File: config.mk
export PLATFORM = sky130hd
export DESIGN_NAME = irq_pend_reg
export DESIGN_NICKNAME = d
export VERILOG_FILES = /design/src/rtl/irq_pend_pkg.sv /design/src/rtl/irq_pend_qual.sv /design/src/rtl/irq_pend_bank.sv /design/src/rtl/irq_pend_req.sv /design/src/rtl/irq_pend_reg.sv
export SDC_FILE = /design/constraint.sdc
export NUM_CORES = 1
export LEC_CHECK = 0
export ABC_AREA = 1
export BUFFER_PORTS_ARGS = -buffer_cell sky130_fd_sc_hd__buf_2
export CORE_AREA = 2 2 40 42
export DETAILED_ROUTE_END_ITERATION = 6
export DIE_AREA = 0 0 42 44
export GPL_ROUTABILITY_DRIVEN = 0
export PLACE_DENSITY = 0.76
export SLEW_MARGIN = 20
export SYNTH_ARGS = -nofsm -noshare
export SYNTH_HDL_FRONTEND = slang
export SYNTH_SLANG_ARGS = --single-unit
export TNS_END_PERCENT = 10
File: constraint.sdc
create_clock -name clk -period 1.1 [get_ports clk]
set_input_delay 0.055 -clock clk [delete_from_list [all_inputs] [get_ports clk]]
set_output_delay 0.055 -clock clk [all_outputs]
set_load 0.02 [all_outputs]
File: src/rtl/irq_pend_pkg.sv
package irq_pend_pkg;
    localparam int NUM_EVT   = 8;
    localparam int NUM_PHASE = 3;

    localparam int BIT_CMP0  = 7;
    localparam int BIT_CAPT  = 6;
    localparam int BIT_OVF   = 5;
    localparam int BIT_XFER  = 4;
    localparam int BIT_ZERO  = 3;
    localparam int BIT_PH_U  = 2;
    localparam int BIT_PH_V  = 1;
    localparam int BIT_PH_W  = 0;

    typedef enum logic [0:0] {
        IRQ_IDLE   = 1'b0,
        IRQ_ACTIVE = 1'b1
    } irq_state_e;
endpackage

File: src/rtl/irq_pend_qual.sv
module irq_pend_qual #(
    parameter int N_EVT   = irq_pend_pkg::NUM_EVT,
    parameter int N_PHASE = irq_pend_pkg::NUM_PHASE
) (
    input  logic [N_EVT-1:0] evt,
    input  logic [N_EVT-1:0] en,
    input  logic             centered,
    input  logic             count_down,
    input  logic             dir_sel,
    output logic [N_EVT-1:0] set_req
);
    logic dir_ok;

    // Phase matches pass in edge-aligned mode, or in centered mode when
    // the counter runs in the selected direction.
    assign dir_ok = !centered || (count_down == dir_sel);

    for (genvar i = 0; i < N_EVT; i++) begin : g_qual
        if (i < N_PHASE) begin : g_phase
            assign set_req[i] = evt[i] && en[i] && dir_ok;
        end else begin : g_plain
            assign set_req[i] = evt[i] && en[i];
        end
    end
endmodule

File: src/rtl/irq_pend_bank.sv
module irq_pend_bank #(
    parameter int N_EVT = irq_pend_pkg::NUM_EVT
) (
    input  logic             clk,
    input  logic             rst_n,
    input  logic [N_EVT-1:0] set_req,
    input  logic             wr_en,
    input  logic [N_EVT-1:0] wr_data,
    output logic [N_EVT-1:0] flags,
    output logic [N_EVT-1:0] flags_nxt
);
    logic [N_EVT-1:0] keep_mask;

    assign keep_mask = wr_en ? wr_data : {N_EVT{1'b1}};

    for (genvar i = 0; i < N_EVT; i++) begin : g_bit
        // A hardware set overrides a software clear in the same cycle.
        assign flags_nxt[i] = set_req[i] || (flags[i] && keep_mask[i]);

        always_ff @(posedge clk or negedge rst_n) begin
            if (!rst_n) flags[i] <= 1'b0;
            else        flags[i] <= flags_nxt[i];
        end
    end

    // A flag may rise only where hardware requested a set.
    p_no_sw_set_r4: assert property (@(posedge clk) disable iff (!rst_n)
        ((flags & ~$past(flags) & ~$past(set_req)) == '0));

    // A zero in the written mask clears the bit unless a set coincided.
    p_mask_clear_r5: assert property (@(posedge clk) disable iff (!rst_n)
        $past(wr_en) |-> ((flags & ~$past(wr_data) & ~$past(set_req)) == '0));

    // Every requested set is visible after the edge.
    p_set_wins_r8: assert property (@(posedge clk) disable iff (!rst_n)
        (($past(set_req) & ~flags) == '0));

    // Without a write and without events, flags hold.
    p_hold_r10: assert property (@(posedge clk) disable iff (!rst_n)
        (!$past(wr_en) && ($past(set_req) == '0)) |-> (flags == $past(flags)));
endmodule

File: src/rtl/irq_pend_req.sv
module irq_pend_req #(
    parameter int N_EVT = irq_pend_pkg::NUM_EVT
) (
    input  logic             clk,
    input  logic             rst_n,
    input  logic [N_EVT-1:0] flags_nxt,
    input  logic [N_EVT-1:0] flags,
    output logic             irq
);
    import irq_pend_pkg::*;

    irq_state_e state, state_nxt;
    logic       any_nxt;

    assign any_nxt = |flags_nxt;

    always_comb begin
        state_nxt = state;
        unique case (state)
            IRQ_IDLE:   if (any_nxt)  state_nxt = IRQ_ACTIVE;
            IRQ_ACTIVE: if (!any_nxt) state_nxt = IRQ_IDLE;
            default:    state_nxt = IRQ_IDLE;
        endcase
    end

    always_ff @(posedge clk or negedge rst_n) begin
        if (!rst_n) state <= IRQ_IDLE;
        else        state <= state_nxt;
    end

    always_comb begin
        irq = (state == IRQ_ACTIVE);
    end

    // Request tracks the registered flag vector cycle for cycle.
    p_irq_or_r9: assert property (@(posedge clk) disable iff (!rst_n)
        irq == (|flags));
endmodule

File: src/rtl/irq_pend_reg.sv
module irq_pend_reg #(
    parameter int N_EVT   = irq_pend_pkg::NUM_EVT,
    parameter int N_PHASE = irq_pend_pkg::NUM_PHASE
) (
    input  logic             clk,
    input  logic             rst_n,
    input  logic [N_EVT-1:0] evt,
    input  logic [N_EVT-1:0] en,
    input  logic             centered,
    input  logic             count_down,
    input  logic             dir_sel,
    input  logic             wr_en,
    input  logic [N_EVT-1:0] wr_data,
    output logic [N_EVT-1:0] rd_data,
    output logic             irq
);
    logic [N_EVT-1:0] set_req;
    logic [N_EVT-1:0] flags;
    logic [N_EVT-1:0] flags_nxt;

    irq_pend_qual #(.N_EVT(N_EVT), .N_PHASE(N_PHASE)) u_qual (
        .evt        (evt),
        .en         (en),
        .centered   (centered),
        .count_down (count_down),
        .dir_sel    (dir_sel),
        .set_req    (set_req)
    );

    irq_pend_bank #(.N_EVT(N_EVT)) u_bank (
        .clk       (clk),
        .rst_n     (rst_n),
        .set_req   (set_req),
        .wr_en     (wr_en),
        .wr_data   (wr_data),
        .flags     (flags),
        .flags_nxt (flags_nxt)
    );

    irq_pend_req #(.N_EVT(N_EVT)) u_req (
        .clk       (clk),
        .rst_n     (rst_n),
        .flags_nxt (flags_nxt),
        .flags     (flags),
        .irq       (irq)
    );

    assign rd_data = flags;

    // Disabled strobes never leave a mark on their flag.
    p_disabled_r3: assert property (@(posedge clk) disable iff (!rst_n)
        ((rd_data & ~$past(rd_data) & ~$past(en)) == '0));

    // Centered mode in the wrong direction never raises a phase flag.
    p_dir_gate_r7: assert property (@(posedge clk) disable iff (!rst_n)
        ($past(centered) && ($past(count_down) != $past(dir_sel)))
        |-> ((rd_data[N_PHASE-1:0] & ~$past(rd_data[N_PHASE-1:0])) == '0));
endmodule

### Word level (Yosys, flattened, before mapping)

Cells that the tools add are included.

* flip-flop bits (word level): 9
* output and inout port bits: 9
* word-level logic and storage cells: 42

* equality and inequality tests: 1
* muxes and demuxes: 2
* reductions and logical operators: 30

Operator list (count)
* $logic_and 1x1->1: 19
* $logic_or 1x1->1: 9
* $mux 8: 1
* $reduce_or 8->1: 1
* $eq 1x1->1: 1
* $logic_not 1->1: 1
* $mux 1: 1

### Logic depth before layout (Yosys ltp)

Gate-level depths: netlist (run 1).

* depth in word-level cells: 6
* mapped depth: 7
* mapped depth without buffers: 7

### Cells and area by module

Synthesis (run 1) repeated with hierarchy kept, for this count alone.

* cells, all modules: 85
* area total of the unflattened synthesis: 514.2 µm²

Modules (own cells, without submodules)
* irq_pend_bank: instances 1, cells an instance 49, area an instance 355.3 µm², seq. area each 200.2 µm²
* irq_pend_req: instances 1, cells an instance 16, area an instance 81.3 µm², seq. area each 25.0 µm²
* irq_pend_qual: instances 1, cells an instance 20, area an instance 77.6 µm², seq. area each 0.0 µm²

### Least setup slack after synthesis (run 1)

Ideal clock, no wire load.

* kind: flip-flop to flip-flop
* from: register u_bank.flags[5]
* to: register u_req.state (netlist: u_req.irq)
* data arrival time: 0.832 ns
* data required time: 0.975 ns
* slack: 0.142 ns
* stages on the path, launching flop included: 5
* buffers on the path: 0
* cells stage by stage: dfrtp_1 a21boi_1 nand2_1 nor2_1 nand3_1

* cells in the longest elaborated chain, start to end: 4

Ends and longest elaborated chain
* start: declaration: RTL line irq_pend_bank.sv:9 `output logic [N_EVT-1:0] flags,`
* start signal: indexed assignment: RTL line irq_pend_bank.sv:22 `else flags[i] <= flags_nxt[i];`
* $logic_and 1x1->1: RTL line irq_pend_bank.sv:18 `assign flags_nxt[i] = set_req[i] || (flags[i] && keep_mask[i]);`
* $logic_or 1x1->1: RTL line irq_pend_bank.sv:18
* $reduce_or 8->1: RTL line irq_pend_req.sv:15 `assign any_nxt = |flags_nxt;`
* net u_req.any_nxt: RTL line irq_pend_req.sv:13 `logic any_nxt;`
* $mux 1: RTL line irq_pend_req.sv:20, irq_pend_req.sv:21
* end signal: assignment: RTL line irq_pend_req.sv:28 `else state <= state_nxt;`
* end: declaration: RTL line irq_pend_req.sv:12 `irq_state_e state, state_nxt;`

The timed path passes the listed nets, and every way through them passes these cells.

### Worst setup path after layout (run 1)

Ends and elaborated chain as after synthesis.

==> out/qor.yml, run 1 <==
finalCritPeriodShare: 0.861
via_per_inst: 4.34
grt_pass1_vias: 480
crit_end: "u_req.irq"
worst_ep_required_time_ps: 1250
setup.worst_path.end_class: "register"
synth_largest_area_cell: "dfrtp_1"
synth_top_area_frac: 0.495
yosys_warnings: 0
timing.fmax_ghz: 1.06
cts_sinks: 9
finalNonFillerCells: 119
cts_made_buffers: 3
port_buffers: 38
min_period_ps: 947
r2r_cells: 4
hold_path_class: "input pin to register"
fin_total_pwr_uw: 882
grt_pass1_wl_mm: 1.86
start_kind: "register"
die_y_um: 44
cts_tree: "built"
synth_seq_area_share: 0.495
skew_ps: 4.58
die_x_um: 42
post-route-util: 0.495
startpoint: "u_bank.flags[5]"
clock-root-buffer: "clkbuf_4"
status: "finished, final reports clean"
fin_setup_tns_ps: 0
pin_count: 39
cts_max_level: 1
maxSlewHeadroom: 0.866
routed_wirelength_mm: 1.12
grt_max_degree: 10
report.final.slew_viol_count: 0
nFillCells: 142
post-place-cells: 114
max_cap_violations: 0
crit_type: "register to register"
grt_antenna_before_repair: 0
worst_skew_pair.late_latency_ps: 260
dr.pass1.iters: 3
diodes: 0
setup_viol: 0
vias: 517
syn_area_per_cell_um2: 7.59
netlist_instances: 60
peakVddDrop_v: 0.000600
crit_chain: "a21boi_1, nand2_1, nor2_1, nand3_1"
critPathArrivalTime_ps: 1090
rr_endpoint: "u_req.irq"
grt_remaining_overflow: 0
tightest_slew_ps: 201
crit_buf_inv: 0
p_leak_uw: 0.000435
synth.area.top_cells: "dfrtp_1 (49%), nand2_1 (19%), inv_1 (12%)"
synth_cell_types: 11
synth.cell_area_um2: 455
rows: 14
drc: 0
slowest_delay_ps: 380
layout_commonest_cell: "buf_2"
die-area_um2: 1850
track_usage: 0.133
core_area_um2: 1420
crit_slowest_cell: "dfrtp_1"
drt_iter0_markers: 5
crit_family: "flip-flops"
post_drt_wl_per_cell_um: 9.39
placed_area_um2: 666
detail-route-antenna-nets: 0
syn-num-nets: 90
critical_path.max_fanout: 2
hpwl_um: 940
syn2layout_area_growth_pct: 54.1
mostFrequentLayoutCells: "buf_2 (38), nand2_1 (23), inv_1 (14), dfrtp_1 (9)"
clockBufferDepth: 2
final_area_um2: 702
path_depth: 4
r2r_slack_ps: 150
p_per_area_nw_per_um2: 1260
yosys_register_bits: 9
finalHoldViolations: 0
rr_startpoint: "u_bank.flags[5]"
drive_gt1_frac: 0.456
rsz0062_at_grt: "false"
path_clk_slew_ps: 60
nets: 134
initial_core_util: 0.321
-- cells in the mapped netlist --
library cell  number
nor2_1             3
dfrtp_1            9
o21ai_2            3
nand2_1           23
inv_1             14
a21oi_2            1
inv_2              1
a21boi_1           2
a21boi_2           1
nand3_1            2
o21ai_1            1
-- kinds of logic after synthesis --
logic type,count (synthesis),share of synthesized area
AND/OR/NAND/NOR,28,0.236
buffers and inverters,15,0.124
flip-flops,9,0.495
AO/OA/AOI/OAI,8,0.146
-- per-layer routing --
metal	wire length, um	global-route usage
met1	419	0.148
met2	558	0.244
met3	127	0.0292
met4	12	0.0581
met5	0	0
-- final cells by class --
cell class | count | area [um2] | share of cell area
Clock buffer | 4 | 26.3 | 0.0374
Inverter | 15 | 56.3 | 0.0802
Sequential cell | 9 | 225 | 0.321
Timing Repair Buffer | 39 | 200 | 0.285
Multi-Input combinational cell | 36 | 174 | 0.248
Tap cell | 16 | 20.0 | 0.0285
-- worst register-to-register path, stage by stage (launching register included) --
cell and delay [ps]:
dfrtp_1 380, a21boi_1 210, nand2_1 80, nor2_1 90, nand3_1 80
-- worst min path at each step --
stage                      end  cells after the start  slack, ps  startpoint
2_1_floorplan  u_bank.flags[0]                      0       -240       rst_n
3_3_place_gp   u_bank.flags[1]                      1        -90       rst_n
3_5_place_dp   u_bank.flags[0]                      1        -80       rst_n
4_1_cts        u_bank.flags[2]                      3         30  wr_data[2]
5_1_grt        u_bank.flags[0]                      3         50  wr_data[0]
6_report       u_bank.flags[3]                      3         30      evt[3]
-- flip-flops by register name (all words and copies together), names as in the netlist --
| register | flops |
|---|---|
| u_bank.flags | 8 |
| u_req.irq | 1 |
-- report_power, final --
part	leakage [uW]	switching (uW)	internal (uW)
Clock	0.0000150	117	140
Combinational	0.000319	133	101
Sequential	0.000101	24.0	368
Total	0.000435	274	609
-- metrics by stage --
stage / setup WS [ps] / hold slack, ps
CTS: 136 / 32.9
global placement: 225 / -90.1
global route: 58.2 / 50.5
finish: 153 / 28.3
detailed placement: 147 / -78.8
floorplan: 142 / -241
-- repair_timing --
item / CTS / global route
hold endpoints to repair: 9 / 0
hold buffers: 1 / 0
setup buffers: 0 / 0
gates resized for setup: 0 / 0
Power figures use the tool's default switching activity.
==> run 2, diff against run 1 <==
--- a/config.mk
+++ b/config.mk
@@ -11,7 +11,7 @@
 export DETAILED_ROUTE_END_ITERATION = 6
 export DIE_AREA = 0 0 42 44
 export GPL_ROUTABILITY_DRIVEN = 0
-export PLACE_DENSITY = 0.76
+export PLACE_DENSITY = 0.7
 export SLEW_MARGIN = 20
 export SYNTH_ARGS = -nofsm -noshare
 export SYNTH_HDL_FRONTEND = slang
==> out/qor.yml, run 2 (same netlist as run 1, synthesis figures left out) <==
dr.pass1.iters: 4
peakVddDrop_v: 0.000467
startpoint: "u_bank.flags[5]"
grt_antenna_before_repair: 0
diodes: 0
layout_commonest_cell: "buf_2"
hp-start: "evt[3]"
final_area_um2: 702
finalCritPeriodShare: 0.851
worst_skew_pair.late_latency_ps: 260
finalHoldViolations: 0
placed_area_um2: 666
nFillCells: 156
track_usage: 0.124
pin_count: 39
p_leak_uw: 0.000435
status: "finished, final reports clean"
rsz0062_at_grt: "false"
max_cap_violations: 0
worst_ep_required_time_ps: 1240
cts_max_level: 1
syn2layout_area_growth_pct: 54.1
nets: 134
top_register: "u_bank.flags"
post_drt_wl_per_cell_um: 9.04
setup.worst_path.end_class: "register"
slowest_delay_ps: 370
path_clk_slew_ps: 60
die-area_um2: 1850
cts_tree: "built"
hold_path_class: "input pin to register"
tightest_slew_ps: 204
drc: 0
cts_sinks: 9
core_area_um2: 1420
port_buffers: 38
crit_buf_inv: 0
timing.fmax_ghz: 1.07
cts_resized: 0
rows: 14
rr_startpoint: "u_bank.flags[5]"
grt_pass1_wl_mm: 1.72
regArea_um2: 225
die_y_um: 44
mostFrequentLayoutCells: "buf_2 (38), nand2_1 (23), inv_1 (14), dfrtp_1 (9)"
die_x_um: 42
detail-route-antenna-nets: 0
p_per_area_nw_per_um2: 1240
maxSlewHeadroom: 0.864
hpwl_um: 929
multi_input_area_um2: 174
largest_reg_flops: 8
setup_viol: 0
initial_core_util: 0.321
crit_type: "register to register"
report.final.slew_viol_count: 0
skew_ps: 1.26
vias: 506
drt_iter0_markers: 5
critPathArrivalTime_ps: 1070
via_per_inst: 4.25
start_kind: "register"
crit_chain: "a21boi_1, nand2_1, nor2_1, nand3_1"
cts_made_buffers: 3
clockBufferDepth: 2
routed_wirelength_mm: 1.08
min_period_ps: 936
clock-root-buffer: "clkbuf_4"
grt_max_degree: 10
fin_setup_tns_ps: 0
crit_family: "flip-flops"
grt_remaining_overflow: 0
grt_pass1_vias: 464
drive_gt1_frac: 0.456
critical_path.max_fanout: 2
crit_slowest_cell: "dfrtp_1"
## run 2: power by group
part	switching [uW]	internal (uW)
logic	131	101
registers	21.3	368
clock network	112	140
## run 2: worst paths after layout
path                            cells after the start              end  slack, ps
worst max-delay path                                4        u_req.irq        160
worst min-delay path                                3  u_bank.flags[3]         20
worst max register to register                      4        u_req.irq        160
worst min register to register                      2  u_bank.flags[4]        500
max in group asynchronous                           2  u_bank.flags[1]        750
min in group asynchronous                           2  u_bank.flags[2]        170
## run 2: through the flow
| step | util | power, uW | hold WS (ps) | setup WS (ps) | instances |
|---|---|---|---|---|---|
| global route | 0.495 | 931 | 33.1 | 46.8 | 119 |
| detailed placement | 0.469 | 629 | -80.8 | 152 | 114 |
| CTS | 0.495 | 892 | 12.0 | 139 | 119 |
| global placement | 0.469 | 625 | -86.8 | 224 | 114 |
| finish | 0.495 | 873 | 18.0 | 164 | 119 |
| floorplan | - | 518 | -241 | 142 | 60 |
## run 2: layout make-up
class                      count  share of cell area
inverter                      15              0.0802
multi-input combinational     36               0.248
clock buffer                   4              0.0374
tap                           16              0.0285
sequential                     9               0.321
timing repair buffer          39               0.285
## run 2: worst reg2reg max path, delay by kind of cell, from the launching register on
kind / cells / cell delay [ps]
AND/OR/NAND/NOR: 3 / 260
AO/OA/AOI/OAI: 1 / 180
flip-flops: 1 / 370
## run 2: routing by layer
| metal | GRT usage | share of wire | up-vias | wire, um |
|---|---|---|---|---|
| met2 | 0.216 | 0.51 | 31 | 550 |
| met1 | 0.138 | 0.37 | 212 | 394 |
| met4 | 0.0774 | 0 | 0 | 0 |
| met5 | 0 | 0 | - | 0 |
| met3 | 0.0292 | 0.12 | 0 | 131 |
| li1 | - | - | 263 | - |
## run 2: timing repair
action | CTS | global route
buffers inserted | 0 | 0
hold buffers | 1 | 0
endpoints found under the hold margin | 9 | 0
